### config.mk
export PLATFORM = sky130hd
export DESIGN_NAME = mbx_send_ctrl
export DESIGN_NICKNAME = d
export VERILOG_FILES = /design/src/rtl/mbx_pkg.sv /design/src/rtl/mbx_slot.sv /design/src/rtl/mbx_irq.sv /design/src/rtl/mbx_send_ctrl.sv
export SDC_FILE = /design/constraint.sdc
export NUM_CORES = 1
export LEC_CHECK = 0
export CAP_MARGIN = 20
export CORE_UTILIZATION = 28
export DETAILED_ROUTE_END_ITERATION = 7
export RECOVER_POWER = 100
export SLEW_MARGIN = 30
export SYNTH_ARGS = -nofsm -noshare
export SYNTH_HDL_FRONTEND = slang
export SYNTH_SLANG_ARGS = --single-unit
### constraint.sdc
create_clock -name clk_i -period 2.3 [get_ports clk_i]
set_input_delay 0.23 -clock clk_i [delete_from_list [all_inputs] [get_ports clk_i]]
set_output_delay 0.23 -clock clk_i [all_outputs]
set_load 0.05 [all_outputs]
### src/rtl/mbx_pkg.sv
`timescale 1ns/1ps
package mbx_pkg;
  localparam int unsigned FLD_W     = 8;
  localparam int unsigned OFF_ID    = 'h00;
  localparam int unsigned OFF_LO    = 'h04;
  localparam int unsigned OFF_HI    = 'h08;
  localparam int unsigned OFF_TRIG  = 'h0C;
  localparam int unsigned OFF_CLR   = 'h10;
  localparam int unsigned OFF_STS   = 'h14;
  localparam int unsigned OFF_ISTS  = 'h18;
  localparam int unsigned OFF_MASK  = 'h1C;

  // bit 2 delivered, bit 1 overflow, bit 0 blocked (mask register order)
  typedef struct packed {
    logic dlv;
    logic ovf;
    logic blk;
  } mbx_evt_t;
endpackage

### src/rtl/mbx_slot.sv
`timescale 1ns/1ps
module mbx_slot #(
  parameter int unsigned MSG_W = 64
) (
  input  logic             clk_i,
  input  logic             rst_ni,
  input  logic             trig_i,
  input  logic             fetch_i,
  input  logic             ovf_clr_i,
  input  logic             dlv_clr_i,
  input  logic [MSG_W-1:0] data_i,
  output logic             busy_o,
  output logic             ovf_o,
  output logic             dlv_o,
  output logic [MSG_W-1:0] data_o,
  output logic             blk_ev_o,
  output logic             ovf_ev_o,
  output logic             dlv_ev_o
);
  logic busy_q, ovf_q, dlv_q;
  logic [MSG_W-1:0] data_q;
  logic accept, drop, take;

  // decisions use the flag state before this edge
  assign accept = trig_i & ~busy_q;
  assign drop   = trig_i & busy_q;
  assign take   = fetch_i & busy_q;

  always_ff @(posedge clk_i or negedge rst_ni) begin
    if (!rst_ni) begin
      busy_q <= 1'b0;
      ovf_q  <= 1'b0;
      dlv_q  <= 1'b0;
      data_q <= '0;
    end else begin
      busy_q <= (busy_q & ~take) | accept;
      ovf_q  <= (ovf_q & ~ovf_clr_i) | drop;
      dlv_q  <= (dlv_q & ~dlv_clr_i) | take;
      if (accept) data_q <= data_i;
    end
  end

  assign busy_o   = busy_q;
  assign ovf_o    = ovf_q;
  assign dlv_o    = dlv_q;
  assign data_o   = data_q;
  assign blk_ev_o = drop;
  assign ovf_ev_o = drop & ~ovf_q;
  assign dlv_ev_o = take;
endmodule

### src/rtl/mbx_irq.sv
`timescale 1ns/1ps
module mbx_irq
  import mbx_pkg::*;
(
  input  logic     clk_i,
  input  logic     rst_ni,
  input  mbx_evt_t evt_i,
  input  logic     mask_we_i,
  input  mbx_evt_t mask_wdata_i,
  input  logic     clr_i,
  output mbx_evt_t mask_o,
  output logic     irq_o
);
  mbx_evt_t mask_q;
  logic     ists_q;
  logic     hit;

  assign hit = |(evt_i & ~mask_q);

  always_ff @(posedge clk_i or negedge rst_ni) begin
    if (!rst_ni) begin
      mask_q <= '1;
      ists_q <= 1'b0;
    end else begin
      if (mask_we_i) mask_q <= mask_wdata_i;
      ists_q <= (ists_q & ~clr_i) | hit;
    end
  end

  assign mask_o = mask_q;
  assign irq_o  = ists_q;
endmodule

### src/rtl/mbx_send_ctrl.sv
`timescale 1ns/1ps
module mbx_send_ctrl
  import mbx_pkg::*;
#(
  parameter int unsigned NUM_TGT = 8,
  parameter int unsigned DATA_W  = 32,
  parameter int unsigned ADDR_W  = 6
) (
  input  logic                      clk_i,
  input  logic                      rst_ni,
  input  logic                      reg_we_i,
  input  logic [ADDR_W-1:0]         reg_addr_i,
  input  logic [DATA_W-1:0]         reg_wdata_i,
  output logic [DATA_W-1:0]         reg_rdata_o,
  output logic [NUM_TGT-1:0]        tgt_valid_o,
  output logic [NUM_TGT*2*DATA_W-1:0] tgt_data_o,
  input  logic [NUM_TGT-1:0]        tgt_fetch_i,
  output logic                      irq_o
);
  localparam int unsigned ID_W  = (NUM_TGT > 1) ? $clog2(NUM_TGT) : 1;
  localparam int unsigned MSG_W = 2 * DATA_W;

  logic [ID_W-1:0]   id_q;
  logic [DATA_W-1:0] lo_q, hi_q;
  logic wr_id, wr_lo, wr_hi, trig, wr_clr, wr_ists, wr_mask;
  logic [NUM_TGT-1:0] busy_vec, ovf_vec, dlv_vec;
  logic [NUM_TGT-1:0] blk_ev, ovf_ev, dlv_ev;
  mbx_evt_t evt, mask_vec;
  logic [DATA_W-1:0] sts;

  assign wr_id   = reg_we_i && reg_addr_i == ADDR_W'(OFF_ID);
  assign wr_lo   = reg_we_i && reg_addr_i == ADDR_W'(OFF_LO);
  assign wr_hi   = reg_we_i && reg_addr_i == ADDR_W'(OFF_HI);
  assign trig    = reg_we_i && reg_addr_i == ADDR_W'(OFF_TRIG) && reg_wdata_i[0];
  assign wr_clr  = reg_we_i && reg_addr_i == ADDR_W'(OFF_CLR);
  assign wr_ists = reg_we_i && reg_addr_i == ADDR_W'(OFF_ISTS) && reg_wdata_i[0];
  assign wr_mask = reg_we_i && reg_addr_i == ADDR_W'(OFF_MASK);

  always_ff @(posedge clk_i or negedge rst_ni) begin
    if (!rst_ni) begin
      id_q <= '0;
      lo_q <= '0;
      hi_q <= '0;
    end else begin
      if (wr_id) id_q <= reg_wdata_i[ID_W-1:0];
      if (wr_lo) lo_q <= reg_wdata_i;
      if (wr_hi) hi_q <= reg_wdata_i;
    end
  end

  for (genvar g = 0; g < NUM_TGT; g++) begin : g_slot
    mbx_slot #(.MSG_W(MSG_W)) u_slot (
      .clk_i     (clk_i),
      .rst_ni    (rst_ni),
      .trig_i    (trig && id_q == ID_W'(g)),
      .fetch_i   (tgt_fetch_i[g]),
      .ovf_clr_i (wr_clr && reg_wdata_i[FLD_W+g]),
      .dlv_clr_i (wr_clr && reg_wdata_i[2*FLD_W+g]),
      .data_i    ({hi_q, lo_q}),
      .busy_o    (busy_vec[g]),
      .ovf_o     (ovf_vec[g]),
      .dlv_o     (dlv_vec[g]),
      .data_o    (tgt_data_o[g*MSG_W +: MSG_W]),
      .blk_ev_o  (blk_ev[g]),
      .ovf_ev_o  (ovf_ev[g]),
      .dlv_ev_o  (dlv_ev[g])
    );
  end

  assign evt.blk = |blk_ev;
  assign evt.ovf = |ovf_ev;
  assign evt.dlv = |dlv_ev;

  mbx_irq u_irq (
    .clk_i        (clk_i),
    .rst_ni       (rst_ni),
    .evt_i        (evt),
    .mask_we_i    (wr_mask),
    .mask_wdata_i (mbx_evt_t'(reg_wdata_i[2:0])),
    .clr_i        (wr_ists),
    .mask_o       (mask_vec),
    .irq_o        (irq_o)
  );

  always_comb begin
    sts = '0;
    sts[0 +: NUM_TGT]       = busy_vec;
    sts[FLD_W +: NUM_TGT]   = ovf_vec;
    sts[2*FLD_W +: NUM_TGT] = dlv_vec;
  end

  always_comb begin
    case (reg_addr_i)
      ADDR_W'(OFF_ID):   reg_rdata_o = DATA_W'(id_q);
      ADDR_W'(OFF_LO):   reg_rdata_o = lo_q;
      ADDR_W'(OFF_HI):   reg_rdata_o = hi_q;
      ADDR_W'(OFF_STS):  reg_rdata_o = sts;
      ADDR_W'(OFF_ISTS): reg_rdata_o = DATA_W'(irq_o);
      ADDR_W'(OFF_MASK): reg_rdata_o = DATA_W'({mask_vec});
      default:           reg_rdata_o = '0;
    endcase
  end

  assign tgt_valid_o = busy_vec;
endmodule

# Word-level counts from Yosys, hierarchy flattened
# Cells that the tools add are included.
# W data, S select, Z words.
[word_totals] reg_bits=607 output_inout_bits=553 wordCells=218
[op_classes] eq_ne=14 muxes=1 bitwise=125 reduce_logical=39
[ops] cell="$pmux W32 S6" n=1
[ops] cell="$and A1 B1 Y1" n=57
[ops] cell="$not A1 Y1" n=41
[ops] cell="$logic_and A1 B1 Y1" n=33
[ops] cell="$or A1 B1 Y1" n=25
[ops] cell="$eq A6 B5 Y1 const B" n=4
[ops] cell="$reduce_or A8 Y1" n=3
[ops] cell="$eq A3 B3 Y1 const B" n=4
[ops] cell="$eq A6 B4 Y1 const B" n=2
[ops] cell="$eq A3 B2 Y1 const B" n=2
[ops] cell="$eq A6 B3 Y1 const B" n=1
[ops] cell="$logic_not A6 Y1" n=1
[ops] cell="$and A3 B3 Y3" n=1
[ops] cell="$eq A3 B1 Y1 const B" n=1
[ops] cell="$logic_not A3 Y1" n=1
[ops] cell="$not A3 Y3" n=1
[ops] cell="$reduce_or A3 Y1" n=1

# Depth between registers and ports, before layout
[logic_depth] word_depth=10 depth_mapped=8 mapped_depth_nobuf=5

# By module
# Synthesis repeated with hierarchy kept, for this count alone.
[hier_totals] cells_unflattened=1484 area_unflattened_um2=26400.3
[modules_own_cells] module="mbx_slot" instances=8 cells_each=149 area_each_um2=2822.7
[modules_own_cells] module="mbx_send_ctrl" instances=1 cells_each=280 area_each_um2=3649.8
[modules_own_cells] module="mbx_irq" instances=1 cells_each=12 area_each_um2=168.9

# Least setup slack after synthesis
# OpenSTA, ideal clock, no wires.
[synth_path] path_type="input port to output port" from="in reg_addr_i[4]" to="out reg_rdata_o[12]" t_arrival_ns=1.779 required_ns=2.070 setup_slack_ns=0.291 path_stages=6 n_path_buf=2 path_cell_list="or3_1 > nor4b_2 > buf_2 > buf_2 > a222oi_1 > inv_1"
[synth_via] elab_chain_cells=2 word_cells_on_any_way=7 cone_classes="eq/ne: 5; mux: 1; reduce/logical: 1"
[synth_rtl] element="start: declaration" line_no="mbx_send_ctrl.sv:12" source="input logic [ADDR_W-1:0] reg_addr_i,"
[synth_rtl] element="$eq A6 B5 Y1 (tied with other cells)" line_no="mbx_send_ctrl.sv:93" source="case (reg_addr_i)"
[synth_rtl] element="$pmux W32 S6 *" line_no="mbx_send_ctrl.sv:93"
[synth_rtl] element="end: declaration" line_no="mbx_send_ctrl.sv:14" source="output logic [DATA_W-1:0] reg_rdata_o,"
# Every way passes the cells marked *; elsewhere a longest branch is shown, timed or not.

# Final worst setup path
[layout_path] from="reg hi_q[7]" to="out reg_rdata_o[7]"
[layout_via] elab_chain_cells=1
[layout_rtl] element="start: declaration" line_no="mbx_send_ctrl.sv:24" source="logic [DATA_W-1:0] lo_q, hi_q;"
[layout_rtl] element="start signal: assignment" line_no="mbx_send_ctrl.sv:47" source="if (wr_hi) hi_q <= reg_wdata_i;"
[layout_rtl] element="$pmux W32 S6" line_no="mbx_send_ctrl.sv:93"
# No other way between the ends.

==> summary.txt <==
clk root buf = clkbuf_16
register area share after synthesis = 62.7%
top cell type's share of synthesized area = 62.4%
post-route cell area = 0.0345 mm^2
GR Util All Layers = 19.9%
synthesized flop and latch total = 607
Int Power = 18.4 mW
hold_ws = 0.275 ns
RSZ-0062 raised after global routing = true
outcome = finished, violations left
Max Fanout on Critical Path = 2
Fillers = 8001
largest net degree at the start of global routing = 83
Compound-Gate Fraction of Synth Area = 2.55%
count of unique library cells instantiated by Yosys = 51
Avg Synthesized Cell Area = 15.8 um^2
Final min period = 2.29 ns
top cells by count, synth = dfrtp_1 (604), mux2_2 (474), mux2_4 (98)
starting density of the core = 28.4%
Data required, critical path = 2.07 ns
final setup fails = 0
CTS tree = yes
failing checks = capacitance limit, slew limit
fin nets = 2242
Hold Path Cell Cnt = 2
clk_lat worst skew = 0.61 ns
Post-DP Area = 0.0326 mm^2
fin. max-slew vios = 46
dpl ws = -0.645 ns
Max Cap Viol = 1
wire length of the first global-routing pass = 126 mm
antenna-violating nets left = 0
leading area contributor after synthesis = dfrtp_1
Setup Skew = 0.0272 ns
htree depth = 3
cells along the critical path = a222oi_1, inv_1, buf_12
CTS Sinks = 607
DR pass1 iterations = 6
Ports = 602
vias per cell = 4.69
Slew HR = -5.06%
drt drc = 0
Leak = 18.4 nW
Switching Power = 6.04 mW
vias in the first global route = 16900
maximum vdd drop = 481 uV
FFs w/ async S/R, synth = 100%
adder-cell area share of the yosys netlist = 0%
mux contribution to synthesized area = 28.8%
WL/cell = 25.9 um
Reg clk slew, reported paths = 0.06 ns
r2r startpoint = id_q[1]
sw frac = 24.7%
DIE AREA = 0.0877 mm^2
grt ovf = 0
Buffers on Ports = 601
Slew @ Worst Pin = 1.58 ns
cell depth of the worst flop-to-flop path = 5
period utilisation layout = 99.5%
largest cells by area after synthesis = dfrtp_1 (62%), mux2_2 (22%), mux2_4 (6.1%), buf_6 (1.0%), a222oi_1 (0.87%)
CP peak stage delay = 0.67 ns
worst hold endpoint = hi_q[31]
final worst slack = 0.0115 ns
WL final = 87.9 mm
share of power burned in the clock network = 47.7%
Hold Vio Cnt, Final = 0
initial antenna violation count = 11
Worst Hold Launch = reg_wdata_i[31]
Synth Area in Simple Gates = 1.73%
CTS buffer count = 71
XOR/XNOR share of the synthesized area = 0%
Die Height = 296 um
Slowest-stage cell, CP = a222oi_1
crit path DAT = 2.06 ns
area taken by multi-input logic gates = 0.00788 mm^2
CTS max path bufs = 3
commonest register cell after synthesis = dfrtp_1
layout cells sized above 1 = 37.2%
Reg area = 0.0152 mm^2
Cell Rows = 107
1st-iter DRT viols = 948
post-route setup TNS = 0 ns
syn_nets = 1578
PwrDens = 709 mW/mm^2
combinational power share = 5.3%
Synthesis Warnings = 0
Crit. End Element = output pin
worst min path class = in -> reg
internal reg-to-reg setup slack = 0.05 ns
Syn Std Cell Area = 0.0242 mm^2
area delta synth->final = 42.5%
routability cong. = 0.828
core area = 0.0854 mm^2
top-count cell post-synth = dfrtp_1
Post-synth EDFFs = 0
vias post-DR = 15900
critical path class = reg -> out
Post-DP HPWL = 64.8 mm
nature of the critical path startpoint = flip-flop
sequential share of power = 47.0%
largest family of logic cells by synthesized area = multiplexers
FMAX = 0.437 GHz
Post-Route Utilization = 40.4%
die width = 296 um
Worst R2R End = g_slot[3].u_slot.data_o[8]
Cells after Synth = 1529
how the worst max path moves through the flow:
stage,startpoint,endpoint,slack (ns),cells past startpoint
2_1_floorplan,reg_addr_i[4],reg_rdata_o[12],0.29,6
3_3_place_gp,reg_addr_i[4],g_slot[4].u_slot.data_o[46],-0.60,9
3_5_place_dp,reg_addr_i[4],g_slot[4].u_slot.data_o[50],-0.64,9
4_1_cts,hi_q[7],reg_rdata_o[7],-0.11,3
5_1_grt,hi_q[7],reg_rdata_o[7],-0.06,3
6_report,hi_q[7],reg_rdata_o[7],0.01,3
layer usage:
metal  vias up  GRT usage [%]  part of all wire, %
li1       6762              -                    -
met1      8381           24.8                   40
met2       613           32.7                   48
met3       139           6.13                  8.6
met4        16           6.14                  2.5
met5         -              0                 0.11
power groups by stage:
stage / logic, mW / registers (mW) / clock network, mW
after global routing: 1.40 / 11.5 / 12.4
after global placement: 1.31 / 11.7 / 0
final: 1.30 / 11.5 / 11.7
after detailed placement: 1.34 / 11.8 / 0
after floorplan: 0.640 / 11.3 / 0
after CTS: 1.39 / 11.5 / 12.0
through the flow:
stage               power, mW  std cells
floorplan                12.0       1529
global placement         13.0       3245
detailed placement       13.1       3245
CTS                      24.9       3383
global route             25.4       3392
finish                   24.5       3393
cells by family after synthesis:
kind of cell           count (synthesis)
AOI/OAI and AO/OA                     74
buffers and inverters                185
DFF                                  607
muxes                                588
and+or+nand+nor                       75
what timing repair did:
| item | in CTS | in global routing |
|---|---|---|
| gates cloned | 2 | 1 |
| pin swaps | 8 | 7 |
| gates resized for setup | 38 | 11 |
| endpoints found under the hold margin | 123 | 0 |
| setup buffers | 9 | 7 |
| setup endpoints to repair | 38 | 57 |
| hold buffers | 1 | 0 |
layout by cell type, fill, tap and decap left out, drive strengths merged, types with 3 or more instances in the layout:
| cell type | count |
|---|---|
| nand3 | 5 |
| nor2 | 5 |
| a22o | 17 |
| a221o | 3 |
| clkinv | 18 |
| buf | 122 |
| dfrtp | 604 |
| bufinv | 7 |
| clkbuf | 153 |
| nand2 | 37 |
| o21ai | 11 |
| a222oi | 21 |
| or3 | 4 |
| nor3 | 5 |
| dlygate4sd3 | 514 |
| nand4 | 4 |
| clkdlybuf4s50 | 41 |
| clkinvlp | 5 |
| inv | 36 |
| mux2 | 582 |
| dfstp | 3 |
| mux2i | 6 |
| dlygate4sd2 | 6 |
| and3 | 4 |
registers in the layout, indices dropped and copies added (netlist names):
signal and count:
u_irq.mask_o 3, g_slot.u_slot.busy_o 8, lo_q 32, g_slot.u_slot.ovf_o 8, g_slot.u_slot.dlv_o 8, g_slot.u_slot.data_o 512
u_irq.irq_o 1, hi_q 32, id_q 3
area by class of cell:
type	instances	share of cell area, %
clock buffer	93	5.89
multi-input combinational	737	22.8
tap	1144	4.15
antenna	2	0.0145
inverter	32	0.348
sequential	607	44.1
clock inverter	34	1.15
timing repair buffer	744	21.6
worst max-delay path, delay by kind of cell (launching register included):
family,cells,cell delay (ns)
compound gates,1,0.67
buf+inv,2,0.38
flops,1,0.40
(Power assumes the default switching activity.)
